**src/rtl/spi_lock_pkg.sv**
```systemverilog
package spi_lock_pkg;

   localparam int unsigned OPC_W = 8;

   localparam logic [OPC_W-1:0] OPC_WREN   = 8'h06;
   localparam logic [OPC_W-1:0] OPC_PMODE  = 8'h68;
   localparam logic [OPC_W-1:0] OPC_RDSTAT = 8'h3C;
   localparam logic [OPC_W-1:0] OPC_GLOCK  = 8'h7E;
   localparam logic [OPC_W-1:0] OPC_GFREE  = 8'h98;
   localparam logic [OPC_W-1:0] OPC_FCLR   = 8'h30;
   localparam logic [OPC_W-1:0] OPC_DRVCFG = 8'h61;

   typedef enum logic [2:0] {
      CMD_NONE,
      CMD_WREN,
      CMD_PMODE,
      CMD_RDSTAT,
      CMD_GLOCK,
      CMD_GFREE,
      CMD_FCLR,
      CMD_DRVCFG
   } cmd_e;

   typedef struct packed {
      logic [1:0] src;
      logic [1:0] snk;
   } drv_cfg_t;

   function automatic cmd_e decode_opc(input logic [OPC_W-1:0] opc);
      cmd_e c;
      case (opc)
         OPC_WREN:   c = CMD_WREN;
         OPC_PMODE:  c = CMD_PMODE;
         OPC_RDSTAT: c = CMD_RDSTAT;
         OPC_GLOCK:  c = CMD_GLOCK;
         OPC_GFREE:  c = CMD_GFREE;
         OPC_FCLR:   c = CMD_FCLR;
         OPC_DRVCFG: c = CMD_DRVCFG;
         default:    c = CMD_NONE;
      endcase
      return c;
   endfunction

endpackage

```
**src/rtl/spi_lock_front.sv**
```systemverilog
// Pin synchronizer and edge detector for the serial link.
module spi_lock_front #(
   parameter int unsigned SYNC_STAGES = 2
) (
   input  logic clk,
   input  logic rst_n,
   input  logic sclk,
   input  logic cs_n,
   input  logic si,
   output logic sel,
   output logic sclk_rise,
   output logic sclk_fall,
   output logic cs_done,
   output logic si_s
);

   localparam int unsigned PIN_N   = 3;
   localparam int unsigned P_SCLK  = 2;
   localparam int unsigned P_CS    = 1;
   localparam int unsigned P_SI    = 0;
   localparam logic [PIN_N-1:0] PIN_IDLE = 3'b010;

   logic [SYNC_STAGES-1:0][PIN_N-1:0] chain_q;
   logic [PIN_N-1:0]                  raw;
   logic [PIN_N-1:0]                  stage_last;
   logic                              sclk_q;
   logic                              cs_q;

   assign raw        = {sclk, cs_n, si};
   assign stage_last = chain_q[SYNC_STAGES-1];

   always_ff @(posedge clk or negedge rst_n) begin
      if (!rst_n) begin
         chain_q <= {SYNC_STAGES{PIN_IDLE}};
      end else begin
         chain_q <= {chain_q[SYNC_STAGES-2:0], raw};
      end
   end

   always_ff @(posedge clk or negedge rst_n) begin
      if (!rst_n) begin
         sclk_q <= 1'b0;
         cs_q   <= 1'b1;
      end else begin
         sclk_q <= stage_last[P_SCLK];
         cs_q   <= stage_last[P_CS];
      end
   end

   assign sel       = ~stage_last[P_CS];
   assign si_s      = stage_last[P_SI];
   assign sclk_rise = sel &  stage_last[P_SCLK] & ~sclk_q;
   assign sclk_fall = sel & ~stage_last[P_SCLK] &  sclk_q;
   assign cs_done   = stage_last[P_CS] & ~cs_q;

endmodule

```
**src/rtl/spi_lock_shift.sv**
```systemverilog
// Bit counter, opcode and address/data shift registers for one selection.
module spi_lock_shift #(
   parameter int unsigned ADDR_W = 24,
   parameter int unsigned BLK_W  = 8,
   parameter int unsigned CNT_W  = 6
) (
   input  logic                              clk,
   input  logic                              rst_n,
   input  logic                              sel,
   input  logic                              sclk_rise,
   input  logic                              si_s,
   output logic [CNT_W-1:0]                  bit_cnt,
   output logic [spi_lock_pkg::OPC_W-1:0]    opcode,
   output logic [BLK_W-1:0]                  blk_idx,
   output logic [3:0]                        cfg_nib
);

   localparam int unsigned OW = spi_lock_pkg::OPC_W;
   localparam logic [CNT_W-1:0] CNT_MAX  = {CNT_W{1'b1}};
   localparam logic [CNT_W-1:0] OPC_END  = CNT_W'(OW);
   localparam logic [CNT_W-1:0] ADDR_END = CNT_W'(OW + ADDR_W);

   logic [ADDR_W-1:0] addr_q;

   always_ff @(posedge clk or negedge rst_n) begin
      if (!rst_n) begin
         bit_cnt <= '0;
         opcode  <= '0;
         addr_q  <= '0;
      end else if (!sel) begin
         bit_cnt <= '0;
         opcode  <= '0;
         addr_q  <= '0;
      end else if (sclk_rise) begin
         if (bit_cnt != CNT_MAX) begin
            bit_cnt <= bit_cnt + 1'b1;
         end
         if (bit_cnt < OPC_END) begin
            opcode <= {opcode[OW-2:0], si_s};
         end else if (bit_cnt < ADDR_END) begin
            addr_q <= {addr_q[ADDR_W-2:0], si_s};
         end
      end
   end

   assign blk_idx = addr_q[ADDR_W-1 -: BLK_W];
   assign cfg_nib = addr_q[3:0];

endmodule

```
**src/rtl/spi_lock_bank.sv**
```systemverilog
// One protect bit per block, all set or cleared together.
module spi_lock_bank #(
   parameter int unsigned BLK_W = 8
) (
   input  logic                    clk,
   input  logic                    rst_n,
   input  logic                    set_all,
   input  logic                    clr_all,
   input  logic [BLK_W-1:0]        idx,
   output logic [(1<<BLK_W)-1:0]   map,
   output logic                    bit_at_idx
);

   localparam int unsigned NBLK = 1 << BLK_W;

   for (genvar b = 0; b < NBLK; b++) begin : g_blk
      always_ff @(posedge clk or negedge rst_n) begin
         if (!rst_n) begin
            map[b] <= 1'b0;
         end else if (set_all) begin
            map[b] <= 1'b1;
         end else if (clr_all) begin
            map[b] <= 1'b0;
         end
      end
   end

   assign bit_at_idx = map[idx];

endmodule

```
**src/rtl/spi_lock_ctrl.sv**
```systemverilog
// Block-protection command slice of a serial flash slave.
module spi_lock_ctrl #(
   parameter int unsigned ADDR_W      = 24,
   parameter int unsigned BLK_W       = 8,
   parameter int unsigned SYNC_STAGES = 2,
   parameter int unsigned CNT_W       = 6
) (
   input  logic                    clk,
   input  logic                    rst_n,
   input  logic                    sclk,
   input  logic                    cs_n,
   input  logic                    si,
   output logic                    so,
   output logic                    so_oe,
   input  logic                    pe_fail_set,
   output logic                    pe_fail,
   output logic                    wel,
   output logic                    prot_mode,
   output logic [1:0]              drv_src,
   output logic [1:0]              drv_snk,
   output logic [(1<<BLK_W)-1:0]   lock_map
);

   import spi_lock_pkg::*;

   localparam int unsigned NBLK      = 1 << BLK_W;
   localparam int unsigned STAT_BITS = 8;
   localparam int unsigned POS_W     = $clog2(STAT_BITS);
   localparam logic [CNT_W-1:0] LEN_ONE  = CNT_W'(OPC_W);
   localparam logic [CNT_W-1:0] LEN_TWO  = CNT_W'(2 * OPC_W);
   localparam logic [CNT_W-1:0] RD_START = CNT_W'(OPC_W + ADDR_W);
   localparam logic [POS_W-1:0] LAST_POS = POS_W'(STAT_BITS - 1);

   if (BLK_W < 1 || BLK_W > ADDR_W) begin : g_bad_blk
      $error("BLK_W must lie in 1..ADDR_W");
   end
   if (ADDR_W % 8 != 0 || ADDR_W < 8) begin : g_bad_addr
      $error("ADDR_W must be a whole number of bytes");
   end
   if (SYNC_STAGES < 2) begin : g_bad_sync
      $error("SYNC_STAGES must be at least 2");
   end
   if ((1 << CNT_W) - 1 < OPC_W + ADDR_W + STAT_BITS) begin : g_bad_cnt
      $error("CNT_W too narrow for the longest command");
   end
   if (NBLK > 4096) begin : g_bad_nblk
      $error("BLK_W gives too many protect bits");
   end

   logic                 sel;
   logic                 sclk_rise;
   logic                 sclk_fall;
   logic                 cs_done;
   logic                 si_s;
   logic [CNT_W-1:0]     bit_cnt;
   logic [OPC_W-1:0]     opcode;
   logic [BLK_W-1:0]     blk_idx;
   logic [3:0]           cfg_nib;
   logic                 lock_bit;

   spi_lock_front #(
      .SYNC_STAGES(SYNC_STAGES)
   ) u_front (
      .clk      (clk),
      .rst_n    (rst_n),
      .sclk     (sclk),
      .cs_n     (cs_n),
      .si       (si),
      .sel      (sel),
      .sclk_rise(sclk_rise),
      .sclk_fall(sclk_fall),
      .cs_done  (cs_done),
      .si_s     (si_s)
   );

   spi_lock_shift #(
      .ADDR_W(ADDR_W),
      .BLK_W (BLK_W),
      .CNT_W (CNT_W)
   ) u_shift (
      .clk      (clk),
      .rst_n    (rst_n),
      .sel      (sel),
      .sclk_rise(sclk_rise),
      .si_s     (si_s),
      .bit_cnt  (bit_cnt),
      .opcode   (opcode),
      .blk_idx  (blk_idx),
      .cfg_nib  (cfg_nib)
   );

   // Command qualification at the end of a selection
   cmd_e cmd;
   logic len_one;
   logic len_two;
   logic gang_ok;
   logic do_wren;
   logic do_pmode;
   logic gang_set;
   logic gang_clr;
   logic do_fclr;
   logic do_drv;

   assign cmd      = decode_opc(opcode);
   assign len_one  = (bit_cnt == LEN_ONE);
   assign len_two  = (bit_cnt == LEN_TWO);
   assign gang_ok  = wel & prot_mode;
   assign do_wren  = cs_done & len_one & (cmd == CMD_WREN);
   assign do_pmode = cs_done & len_one & (cmd == CMD_PMODE);
   assign gang_set = cs_done & len_one & (cmd == CMD_GLOCK) & gang_ok;
   assign gang_clr = cs_done & len_one & (cmd == CMD_GFREE) & gang_ok;
   assign do_fclr  = cs_done & len_one & (cmd == CMD_FCLR);
   assign do_drv   = cs_done & len_two & (cmd == CMD_DRVCFG);

   spi_lock_bank #(
      .BLK_W(BLK_W)
   ) u_bank (
      .clk       (clk),
      .rst_n     (rst_n),
      .set_all   (gang_set),
      .clr_all   (gang_clr),
      .idx       (blk_idx),
      .map       (lock_map),
      .bit_at_idx(lock_bit)
   );

   // Latches and configuration
   drv_cfg_t drv_q;

   always_ff @(posedge clk or negedge rst_n) begin
      if (!rst_n) begin
         wel       <= 1'b0;
         prot_mode <= 1'b0;
         pe_fail   <= 1'b0;
         drv_q     <= '0;
      end else begin
         if (gang_set || gang_clr) begin
            wel <= 1'b0;
         end else if (do_wren) begin
            wel <= 1'b1;
         end
         if (do_pmode) begin
            prot_mode <= 1'b1;
         end
         if (pe_fail_set) begin
            pe_fail <= 1'b1;
         end else if (do_fclr) begin
            pe_fail <= 1'b0;
         end
         if (do_drv) begin
            drv_q <= drv_cfg_t'(cfg_nib);
         end
      end
   end

   assign drv_src = drv_q.src;
   assign drv_snk = drv_q.snk;

   // Status read-out, shifted on falling SCLK
   logic             rd_live;
   logic [POS_W-1:0] rd_pos;

   assign rd_live = sel & prot_mode & (cmd == CMD_RDSTAT) & (bit_cnt >= RD_START);

   always_ff @(posedge clk or negedge rst_n) begin
      if (!rst_n) begin
         so     <= 1'b0;
         so_oe  <= 1'b0;
         rd_pos <= '0;
      end else if (!sel) begin
         so     <= 1'b0;
         so_oe  <= 1'b0;
         rd_pos <= '0;
      end else if (sclk_fall && rd_live) begin
         so_oe  <= 1'b1;
         so     <= (rd_pos == LAST_POS) ? lock_bit : 1'b0;
         rd_pos <= rd_pos + 1'b1;
      end
   end

endmodule

```
**config.mk**
```make
export PLATFORM = sky130hd
export DESIGN_NAME = spi_lock_ctrl
export DESIGN_NICKNAME = d
export VERILOG_FILES = /design/src/rtl/spi_lock_pkg.sv /design/src/rtl/spi_lock_front.sv /design/src/rtl/spi_lock_shift.sv /design/src/rtl/spi_lock_bank.sv /design/src/rtl/spi_lock_ctrl.sv
export SDC_FILE = /design/constraint.sdc
export NUM_CORES = 1
export LEC_CHECK = 0
export BUFFER_PORTS_ARGS = -buffer_cell sky130_fd_sc_hd__buf_2
export CORE_ASPECT_RATIO = 1.2
export CORE_MARGIN = 4
export CORE_UTILIZATION = 30
export CTS_CLUSTER_DIAMETER = 80
export DETAILED_ROUTE_END_ITERATION = 8
export HOLD_SLACK_MARGIN = 0.1
export PLACE_DENSITY = 0.63
export SLEW_MARGIN = 40
export SYNTH_ARGS = -nofsm -noshare
export SYNTH_HDL_FRONTEND = slang
export SYNTH_SLANG_ARGS = --single-unit
```
**constraint.sdc**
```tcl
create_clock -name clk -period 10.09 [get_ports clk]
set_clock_uncertainty 0.15 [all_clocks]
set_input_delay 2.018 -clock clk [delete_from_list [all_inputs] [get_ports clk]]
set_output_delay 2.018 -clock clk [all_outputs]
set_load 0.1 [all_outputs]
```
==> summary.md <==
| Metric | Value |
|---|---|
| Outcome | complete, no violations |
| Setup CP Type | reg2out |
| Total Wirelength | 6740 um |
| GRT Overall Usage | 0.0796 |
| Critical Path End Type | output port |
| CTS tree | done |
| Fraction of layout cells with a size suffix above 1 | 0.667 |
| Hold Path Cell Cnt | 0 |
| Hold Slack | 200 ps |
| Synth cell types | 47 |
| H-tree levels | 2 |
| DIE HEIGHT | 132 um |
| Syn Nets | 429 |
| Routability cong. | 0.727 |
| Fin crit period | 4480 ps |
| CP Data Required Time | 7920 ps |
| Min-delay worst type | reg2reg |
| # resized after CTS | 0 |
| Kind of cell adding the most delay to the critical path | buffers and inverters |
| Final hold viol count | 0 |
| Worst path max stage delay | 760 ps |
| Die ar. | 14600 um^2 |
| DR iter-0 viols | 54 |
| Period utilization | 0.444 |
| First drt pass iteration count | 4 |
| DR WL/cell | 11.2 um |
| Syn_area_per_cell | 9.14 um^2 |
| Worst Hold Launch | u_front.chain_q[0]$_DFF_PN0_ |
| Worst-Margin Slew | 783 ps |
| # IOs | 271 |
| Crit path launch type | flip-flop |
| Share of the synthesized area in the top cell type | 0.504 |
| Vias in the first global route | 1946 |
| Buffers on Ports | 270 |
| CP Cell Sequence | clkbuf_8 > buf_2 |
| Nets | 447 |
| Width of the die | 111 um |
| Most frequent cell after synthesis | buf_4 |
| Top achievable clock speed | 223 MHz |
| Syn Std Cell Area | 3830 um^2 |
| Fin cells | 599 |
| Clk sinks | 39 |
| Setup Buffers After CTS | 0 |
| Initial antenna violation count | 0 |
| Bufs on Longest Clock Path | 2 |
| Max-slew violation count | 0 |
| Slew HR | 0.474 |
| Crit path depth | 2 |
| DP Wirelength | 5320 um |
| Setup violations, final | 0 |
| Ant diodes | 0 |
| Critical-path top delay cell | dfrtp_4 |
| Routed Antenna Nets | 0 |
| Area leader, netlist | buf_4 |
| Synthesis-to-layout area growth | -5.72% |
| First-pass GRT wire length | 10100 um |
| DRC errors left | 0 |
| Initial Util | 0.312 |
| Worst-skew pair later-pin latency | 280 ps |
| Via density | 3.81 |
| Fillers | 1283 |
| Post-synthesis sequential area ratio | 0.256 |
| PwrDens | 94.8 nW/um^2 |
| Clk slew on worst S/H paths | 60 ps |
| Synth area leaders | buf_4, dfrtp_1, mux2i_1 |
| # hold bufs at CTS | 0 |
| Ys async rst share | 1.00 |
| Buf/Inv on CP | 2 |
| Via count | 2283 |
| FF+latch count, synth | 39 |
| Reg2reg path depth | 5 |
| Yosys Warn Count | 0 |
| Hold Path Sink | u_front.stage_last[0]$_DFF_PN0_ |
| Clock root buffer | clkbuf_16 |
| Max-cap violation count | 0 |
| Reg2Reg Setup Slack | 7450 ps |
| Top cells by count, synth | buf_4, dfrtp_1, nor2_1 |
| Fin Setup TNS | 0 ps |
| Leakage Power | 2.43 nW |
| Core area | 12300 um^2 |
| GRT Residual Overflow | 0 |
| Post-Syn Instances | 419 |
| RSZ-0062 raised after global routing | no |
| Top FF cell, synth | dfrtp_1 |
| Dpl cells | 591 |
| Worst VDD drop | 0.000138 V |
| R2r startpoint | u_front.stage_last[1]$_DFF_PN1_ |
| Number of synthesized flops with an enable pin | 0 |
| RR Endpoint | u_bank.map[42]$_DFFE_PN0P_ |
| Max FO, Critical Path | 179 |
| Rows | 44 |
| Inserted Clock Buffers | 5 |
| Pin count of the biggest net entering global routing | 180 |
| Arrival time at the worst endpoint | 2310 ps |
==> per-stage QoR <==
step	util	cell area, um^2	worst slack [ps]	power [mW]
floorplan	-	3830	3000	0.177
finish	0.294	3610	5610	0.342
global route	0.294	3610	5320	0.357
detailed placement	0.281	3450	5850	0.183
global placement	0.281	3440	5720	0.183
CTS	0.294	3610	5550	0.348
==> cell usage in the layout (no fill, tap or decap), drive strengths merged, types with 2 or more instances in the layout <==
master and count:
xnor2 3, nand4b 2, nand3 7, a21oi 7, mux2i 12, inv 5
buf 270, nor2 21, o21ai 6, nand2b 3, nor3 3, or4 2
o21bai 2, nor4b 3, nand4 3, dfrtp 36, ha 4, dfstp 3
nor4 2, mux2 6, clkbuf 9, or4b 3, nand2 7
==> how the worst max path moves through the flow <==
stage,from,end
floorplan,u_bank.map[42]$_DFFE_PN0P_,lock_map[0]
global placement,u_bank.map[42]$_DFFE_PN0P_,lock_map[80]
detailed placement,u_bank.map[42]$_DFFE_PN0P_,lock_map[154]
CTS,u_bank.map[42]$_DFFE_PN0P_,lock_map[154]
global route,u_bank.map[42]$_DFFE_PN0P_,lock_map[7]
finish,u_bank.map[42]$_DFFE_PN0P_,lock_map[74]
==> metal layers <==
metal,wire length [um],GRT usage,vias to the layer above,share of wire
met5,0,0,-,0
met2,3740,0.166,140,0.56
met1,2200,0.0793,1000,0.33
li1,-,-,1138,-
met4,57,0.0203,0,0.0085
met3,729,0.0142,5,0.11
==> cells by family after synthesis <==
| family | synth area share |
|---|---|
| XOR/XNOR | 0.00686 |
| AO/OA/AOI/OAI | 0.0458 |
| AND/OR/NAND/NOR | 0.116 |
| flip-flops | 0.256 |
| multiplexers | 0.0490 |
| adder cells (fa/ha/maj) | 0.0131 |
| buffers and inverters | 0.514 |
==> where the power goes <==
part	total (mW)	internal (mW)	switching, mW
clock	0.162	0.105	0.0570
combinational	0.0137	0.00563	0.00807
sequential	0.166	0.161	0.00578
total	0.342	0.271	0.0708
==> sequential cells by signal, indices dropped and copies added (netlist names) <==
name	count
drv_snk	2
drv_src	2
pe_fail	1
prot_mode	1
rd_pos	3
so	1
so_oe	1
u_bank.map	1
u_front.chain_q	3
u_front.cs_q	1
u_front.sclk_q	1
u_front.stage_last	3
u_shift.addr_q	4
u_shift.bit_cnt	6
u_shift.opcode	8
wel	1
==> final cells by class <==
type	count	area (um^2)	area share
Sequential cell	39	983	0.272
Multi-Input combinational cell	115	882	0.244
Inverter	5	18.8	0.00520
Clock buffer	8	156	0.0433
Tap cell	161	201	0.0558
Timing Repair Buffer	271	1370	0.379
No activity file was read; power rests on OpenSTA's default activity.
